File: src/rtl/sfsp_pkg.sv
package sfsp_pkg;
  localparam logic [7:0] SFSP_MFR_CODE = 8'h1F;

  typedef struct packed {
    logic       wpen;
    logic [1:0] bp;
    logic       wel;
  } sfsp_state_t;

  function automatic logic [7:0] sfsp_status_byte(input sfsp_state_t s, input logic busy);
    if (busy) return 8'hFF;
    return {s.wpen, 3'b000, s.bp, s.wel, 1'b0};
  endfunction
endpackage

File: src/rtl/sfsp_ctrl.sv
module sfsp_ctrl
  import sfsp_pkg::*;
#(
  parameter logic [1:0] BP_RST   = 2'b00,
  parameter logic       WPEN_RST = 1'b0
) (
  input  logic        clk,
  input  logic        rst,
  input  logic        wren_stb,
  input  logic        wrdi_stb,
  input  logic        wrsr_stb,
  input  logic [7:0]  din,
  input  logic        wr_busy,
  output sfsp_state_t st,
  output logic        wcyc_start
);
  localparam int BP0_POS  = 2;
  localparam int BP1_POS  = 3;
  localparam int WPEN_POS = 7;

  logic busy_q;
  logic wr_done;
  logic wrsr_take;

  assign wr_done   = busy_q && !wr_busy;
  assign wrsr_take = wrsr_stb && st.wel && !wr_busy;

  always_ff @(posedge clk) begin
    if (rst) begin
      busy_q     <= 1'b0;
      st.wel     <= 1'b0;
      st.bp      <= BP_RST;
      st.wpen    <= WPEN_RST;
      wcyc_start <= 1'b0;
    end else begin
      busy_q     <= wr_busy;
      wcyc_start <= wrsr_take;
      if (wr_done || wrdi_stb)
        st.wel <= 1'b0;
      else if (wren_stb && !wr_busy)
        st.wel <= 1'b1;
      if (wrsr_take) begin
        st.bp   <= {din[BP1_POS], din[BP0_POS]};
        st.wpen <= din[WPEN_POS];
      end
    end
  end

  // no latch set while busy
  a_r4_no_set_busy: assert property (@(posedge clk) disable iff (rst)
    (wr_busy && !st.wel) |=> !st.wel);
  // disable wins
  a_r4_wrdi_clears: assert property (@(posedge clk) disable iff (rst)
    wrdi_stb |=> !st.wel);
  // end of write cycle clears the latch
  a_r5_done_clears: assert property (@(posedge clk) disable iff (rst)
    (busy_q && !wr_busy) |=> !st.wel);
  // a rejected write-status leaves protect bits alone
  a_r6_reject_stable: assert property (@(posedge clk) disable iff (rst)
    (wrsr_stb && !(st.wel && !wr_busy)) |=> (!wcyc_start && $stable(st.bp) && $stable(st.wpen)));
endmodule

File: src/rtl/sfsp_readback.sv
module sfsp_readback
  import sfsp_pkg::*;
#(
  parameter logic [7:0] DEV_CODE = 8'h65
) (
  input  logic        clk,
  input  logic        rst,
  input  logic        rdsr_stb,
  input  logic        rdid_stb,
  input  logic        idnext_stb,
  input  logic        wr_busy,
  input  sfsp_state_t st,
  output logic [7:0]  dout
);
  typedef enum logic [1:0] {ID_IDLE, ID_MFR, ID_DONE} id_pos_t;
  id_pos_t id_pos;

  always_ff @(posedge clk) begin
    if (rst) begin
      dout   <= 8'h00;
      id_pos <= ID_IDLE;
    end else if (rdsr_stb) begin
      dout <= sfsp_status_byte(st, wr_busy);
    end else if (rdid_stb) begin
      dout   <= SFSP_MFR_CODE;
      id_pos <= ID_MFR;
    end else if (idnext_stb) begin
      dout   <= (id_pos == ID_MFR) ? DEV_CODE : 8'h00;
      id_pos <= ID_DONE;
    end
  end

  // busy reads all ones
  a_r3_busy_ff: assert property (@(posedge clk) disable iff (rst)
    (rdsr_stb && wr_busy) |=> (dout == 8'hFF));
  // idle status has zero busy flag and zero spare bits
  a_r2_idle_fields: assert property (@(posedge clk) disable iff (rst)
    (rdsr_stb && !wr_busy) |=> (dout[6:4] == 3'b000 && !dout[0]));
  // manufacturer byte first
  a_r7_mfr_first: assert property (@(posedge clk) disable iff (rst)
    (rdid_stb && !rdsr_stb) |=> (dout == SFSP_MFR_CODE));
endmodule

File: src/rtl/sfsp_prot.sv
module sfsp_prot #(
  parameter int ADDR_W    = 24,
  parameter bit FOUR_SECT = 1'b1
) (
  input  logic              clk,
  input  logic              rst,
  input  logic              prog_stb,
  input  logic [ADDR_W-1:0] addr,
  input  logic [1:0]        bp,
  input  logic              wel,
  input  logic              wr_busy,
  output logic              wr_ok
);
  localparam int ARR_W = FOUR_SECT ? 17 : 16;
  localparam int TOP   = ARR_W - 1;

  logic locked;

  generate
    if (FOUR_SECT) begin : g_four
      always_comb begin
        unique case (bp)
          2'b00:   locked = 1'b0;
          2'b01:   locked = &addr[TOP:TOP-1];
          2'b10:   locked = addr[TOP];
          default: locked = 1'b1;
        endcase
      end
    end else begin : g_two
      assign locked = &bp;
    end
  endgenerate

  always_ff @(posedge clk) begin
    if (rst) wr_ok <= 1'b0;
    else     wr_ok <= prog_stb && wel && !wr_busy && !locked;
  end

  // flag only follows a request
  a_r10_needs_req: assert property (@(posedge clk) disable iff (rst)
    wr_ok |-> $past(prog_stb));
  // full lock blocks everything
  a_r8_full_lock: assert property (@(posedge clk) disable iff (rst)
    (prog_stb && bp == 2'b11) |=> !wr_ok);
  // level zero blocks nothing
  a_r9_no_lock: assert property (@(posedge clk) disable iff (rst)
    (prog_stb && bp == 2'b00 && wel && !wr_busy) |=> wr_ok);
endmodule

File: src/rtl/sflash_stat_prot.sv
module sflash_stat_prot
  import sfsp_pkg::*;
#(
  parameter int         ADDR_W    = 24,
  parameter bit         FOUR_SECT = 1'b1,
  parameter logic [7:0] DEV_CODE  = 8'h65,
  parameter logic [1:0] BP_RST    = 2'b00,
  parameter logic       WPEN_RST  = 1'b0
) (
  input  logic              clk,
  input  logic              rst,
  input  logic              wren_stb,
  input  logic              wrdi_stb,
  input  logic              rdsr_stb,
  input  logic              wrsr_stb,
  input  logic              rdid_stb,
  input  logic              idnext_stb,
  input  logic              prog_stb,
  input  logic [7:0]        din,
  input  logic [ADDR_W-1:0] addr,
  input  logic              wr_busy,
  output logic [7:0]        dout,
  output logic              wr_ok,
  output logic              wcyc_start
);
  sfsp_state_t st;

  sfsp_ctrl #(.BP_RST(BP_RST), .WPEN_RST(WPEN_RST)) u_ctrl (
    .clk(clk), .rst(rst), .wren_stb(wren_stb), .wrdi_stb(wrdi_stb),
    .wrsr_stb(wrsr_stb), .din(din), .wr_busy(wr_busy),
    .st(st), .wcyc_start(wcyc_start)
  );

  sfsp_readback #(.DEV_CODE(DEV_CODE)) u_rb (
    .clk(clk), .rst(rst), .rdsr_stb(rdsr_stb), .rdid_stb(rdid_stb),
    .idnext_stb(idnext_stb), .wr_busy(wr_busy), .st(st), .dout(dout)
  );

  sfsp_prot #(.ADDR_W(ADDR_W), .FOUR_SECT(FOUR_SECT)) u_prot (
    .clk(clk), .rst(rst), .prog_stb(prog_stb), .addr(addr),
    .bp(st.bp), .wel(st.wel), .wr_busy(wr_busy), .wr_ok(wr_ok)
  );
endmodule

File: config.mk
export PLATFORM = sky130hd
export DESIGN_NAME = sflash_stat_prot
export DESIGN_NICKNAME = d
export VERILOG_FILES = /design/src/rtl/sfsp_pkg.sv /design/src/rtl/sfsp_ctrl.sv /design/src/rtl/sfsp_readback.sv /design/src/rtl/sfsp_prot.sv /design/src/rtl/sflash_stat_prot.sv
export SDC_FILE = /design/constraint.sdc
export NUM_CORES = 1
export LEC_CHECK = 0
export ABC_AREA = 1
export BUFFER_PORTS_ARGS = -buffer_cell sky130_fd_sc_hd__buf_2
export CAP_MARGIN = 30
export CELL_PAD_IN_SITES_DETAIL_PLACEMENT = 1
export CELL_PAD_IN_SITES_GLOBAL_PLACEMENT = 1
export CORE_AREA = 2 2 57 59
export CTS_CLUSTER_DIAMETER = 150
export CTS_CLUSTER_SIZE = 24
export DETAILED_ROUTE_END_ITERATION = 16
export DIE_AREA = 0 0 59 61
export PLACE_DENSITY_LB_ADDON = 0.1
export RECOVER_POWER = 25
export SKIP_CTS_REPAIR_TIMING = 1
export SKIP_LAST_GASP = 1
export SLEW_MARGIN = 20
export SYNTH_ARGS = -nofsm -noshare
export SYNTH_HDL_FRONTEND = slang
export SYNTH_SLANG_ARGS = --single-unit
File: constraint.sdc
create_clock -name clk -period 1.2 [get_ports clk]
set_clock_uncertainty 0.1 [all_clocks]
set_input_delay 0.12 -clock clk [delete_from_list [all_inputs] [get_ports clk]]
set_output_delay 0.12 -clock clk [all_outputs]
set_load 0.05 [all_outputs]
==> flow_metrics.env <==
export IMPL_status="finished, violations left"
export IMPL_violations="hold timing"
export IMPL_asyncSetResetFlopFracSynth=0
export IMPL_dr_pass1_iters=3
export IMPL_syn_avg_cell_area_um2=7.17
export IMPL_wl_um=1730
export IMPL_viasPerCell=4.32
export IMPL_synth_area_leader_cell="dfxtp_1"
export IMPL_yosysSeqAreaShare=0.475
export IMPL_coreArea_um2=2950
export IMPL_pin_count=52
export IMPL_r2r_slack_ps=250
export IMPL_synth_fp_nets=136
export IMPL_cts_sink_count=16
export IMPL_ant_nets=0
export IMPL_power_density_nw_per_um2=1200
export IMPL_synth_warnings=0
export IMPL_start_util=0.228
export IMPL_nets=167
export IMPL_peakVddDrop_v=0.000324
export IMPL_relSlewSlack=0.732
export IMPL_arrival_ps=910
export IMPL_hp_class="input pin to flop"
export IMPL_port_buffer_count=24
export IMPL_setup_viol=0
export IMPL_rsz0062_at_grt="false"
export IMPL_drive_gt1_frac=0.268
export IMPL_utilization=0.297
export IMPL_drv_slew=0
export IMPL_clock_insertion_delay_worst_skew_ps=280
export IMPL_layout_setup_ws_ps=74.8
export IMPL_crit_path_max_fanout=3
export IMPL_post_route_period_util=0.938
export IMPL_syn2layout_area_growth_pct=30.1
export IMPL_pre_cts_ws_ps=175
export IMPL_antenna_cells=0
export IMPL_finalCriticalPeriod_ps=1130
export IMPL_htreeDepth=1
export IMPL_worstSetupStartpointType="flop"
export IMPL_max_cap_violations=0
export IMPL_rows=20
export IMPL_drc=0
export IMPL_clkSlewWorstSetupHoldPaths_ps=100
export IMPL_numCtsBuffers=3
export IMPL_synth_edf_count=0
export IMPL_min_delay_start="din[7]"
export IMPL_crit_required_ps=980
export IMPL_worst_pin_slew_ps=402
export IMPL_track_usage=0.113
export IMPL_critPathKind="flop to output pin"
export IMPL_grt_pass1_wl_um=3010
export IMPL_syn_area_um2=674
export IMPL_netlist_top_cells_count="23 x nor2_1, 16 x dfxtp_1, 14 x nand2_1, 9 x a21oi_1, 9 x inv_1"
export IMPL_crit_family="flip-flops"
export IMPL_r2r_end="u_rb.dout[1]"
export IMPL_synth_top_cells_by_area="dfxtp_1 47%, nor2_1 13%, nand2_1 7.8%"
export IMPL_whs_path_depth=3
export IMPL_holdWs_ps=-15.5
export IMPL_grt_pass1_vias=716
export IMPL_yosysMostFrequentCell="nor2_1"
export IMPL_tns_ps=0
export IMPL_syn_instance_count=94
export IMPL_crit_slowest_cell="dfxtp_1"
export IMPL_crit_path_end_kind="output pin"
export IMPL_crit_chain="buf_2"
export IMPL_grt_overflow_total=0
export IMPL_clockBufferDepth=2
export IMPL_wire_per_inst_um=11.1
export IMPL_antenna_found_initial=0
export IMPL_yosysUniqueCellTypes=15
export IMPL_place_gp_congestion=0.670
export IMPL_cts_tree="yes"
export IMPL_max_freq_ghz=0.889
export IMPL_holdPathEnd="u_ctrl.st[3]"
export IMPL_critPathBufInv=1
export IMPL_die_h_um=61
export IMPL_drt_iter0_drc=11
export IMPL_grt_max_degree=10
export IMPL_synthFlopType="dfxtp_1"
export IMPL_dpl_hpwl_um=1400
export IMPL_ctsRootBufferMaster="clkbuf_4"
export IMPL_p_leak_nw=0.433
export IMPL_dieArea_um2=3600
export IMPL_yosysTopAreaCellShare=0.475
export IMPL_worst_path_largest_cell_delay_ps=350
export IMPL_synth_seq_cells=16
export IMPL_finalHoldViolations=2
export IMPL_r2r_cells=5
export IMPL_die_x_um=59
export IMPL_route_vias_total=674
export IMPL_r2r_start="u_ctrl.st[0]"
## worst max-delay path by stage
stage,cells after the start,start,to,slack (ps)
detailed placement,5,wr_busy,u_ctrl.st[1],180
CTS,1,u_rb.dout[6],dout[6],60
global placement,5,wr_busy,u_ctrl.st[3],180
global route,1,u_rb.dout[6],dout[6],30
finish,1,u_rb.dout[6],dout[6],70
floorplan,1,u_rb.dout[6],dout[6],70
## per-layer routing
layer,vias to the layer above,global-route usage,share of wire
met3,2,0.0213,0.049
met5,-,0,0
li1,357,-,-
met2,14,0.198,0.49
met1,301,0.127,0.45
met4,0,0.0682,0.010
## placed cells by master, fill, tap and decap left out, drive strengths merged
cell type    Yosys  final
dfxtp           16     16
buf              2     25
o21ai            8      8
dlygate4sd3      0      2
clkbuf           0      4
nand3            8      8
nand3b           1      1
inv             10     10
a21oi            9      9
nor2            24     24
nand2           16     16
## layout make-up
class / count / area (µm²)
Multi-Input combinational cell: 66 / 304
Sequential cell: 16 / 320
Clock buffer: 3 / 22.5
Inverter: 10 / 37.5
Tap cell: 33 / 41.3
Timing Repair Buffer: 28 / 151
Fill cell: 388 / 2080
## stage by stage
step	instance area, µm²	std cells	total power [mW]
after global routing	877	156	1.11
after CTS	861	154	1.07
after detailed placement	838	151	0.785
after global placement	838	151	0.783
final	877	156	1.05
after floorplan	674	94	0.715
## flip-flops by register name (all words and copies together), names as in the netlist
register and flops:
u_ctrl.busy_q 1, u_ctrl.st 4, u_ctrl.wcyc_start 1, u_prot.wr_ok 1, u_rb.dout 7, u_rb.id_pos 2
## cell families after synthesis
group / share of synthesized area
AO/OA/AOI/OAI: 0.132
buffers and inverters: 0.0742
flip-flops: 0.475
AND/OR/NAND/NOR: 0.319
## where the power goes
group | total, mW | internal (mW) | switching (mW)
registers | 0.567 | 0.555 | 0.0118
logic | 0.205 | 0.0642 | 0.141
clock network | 0.283 | 0.116 | 0.167
No activity file was read; power rests on OpenSTA's default activity.
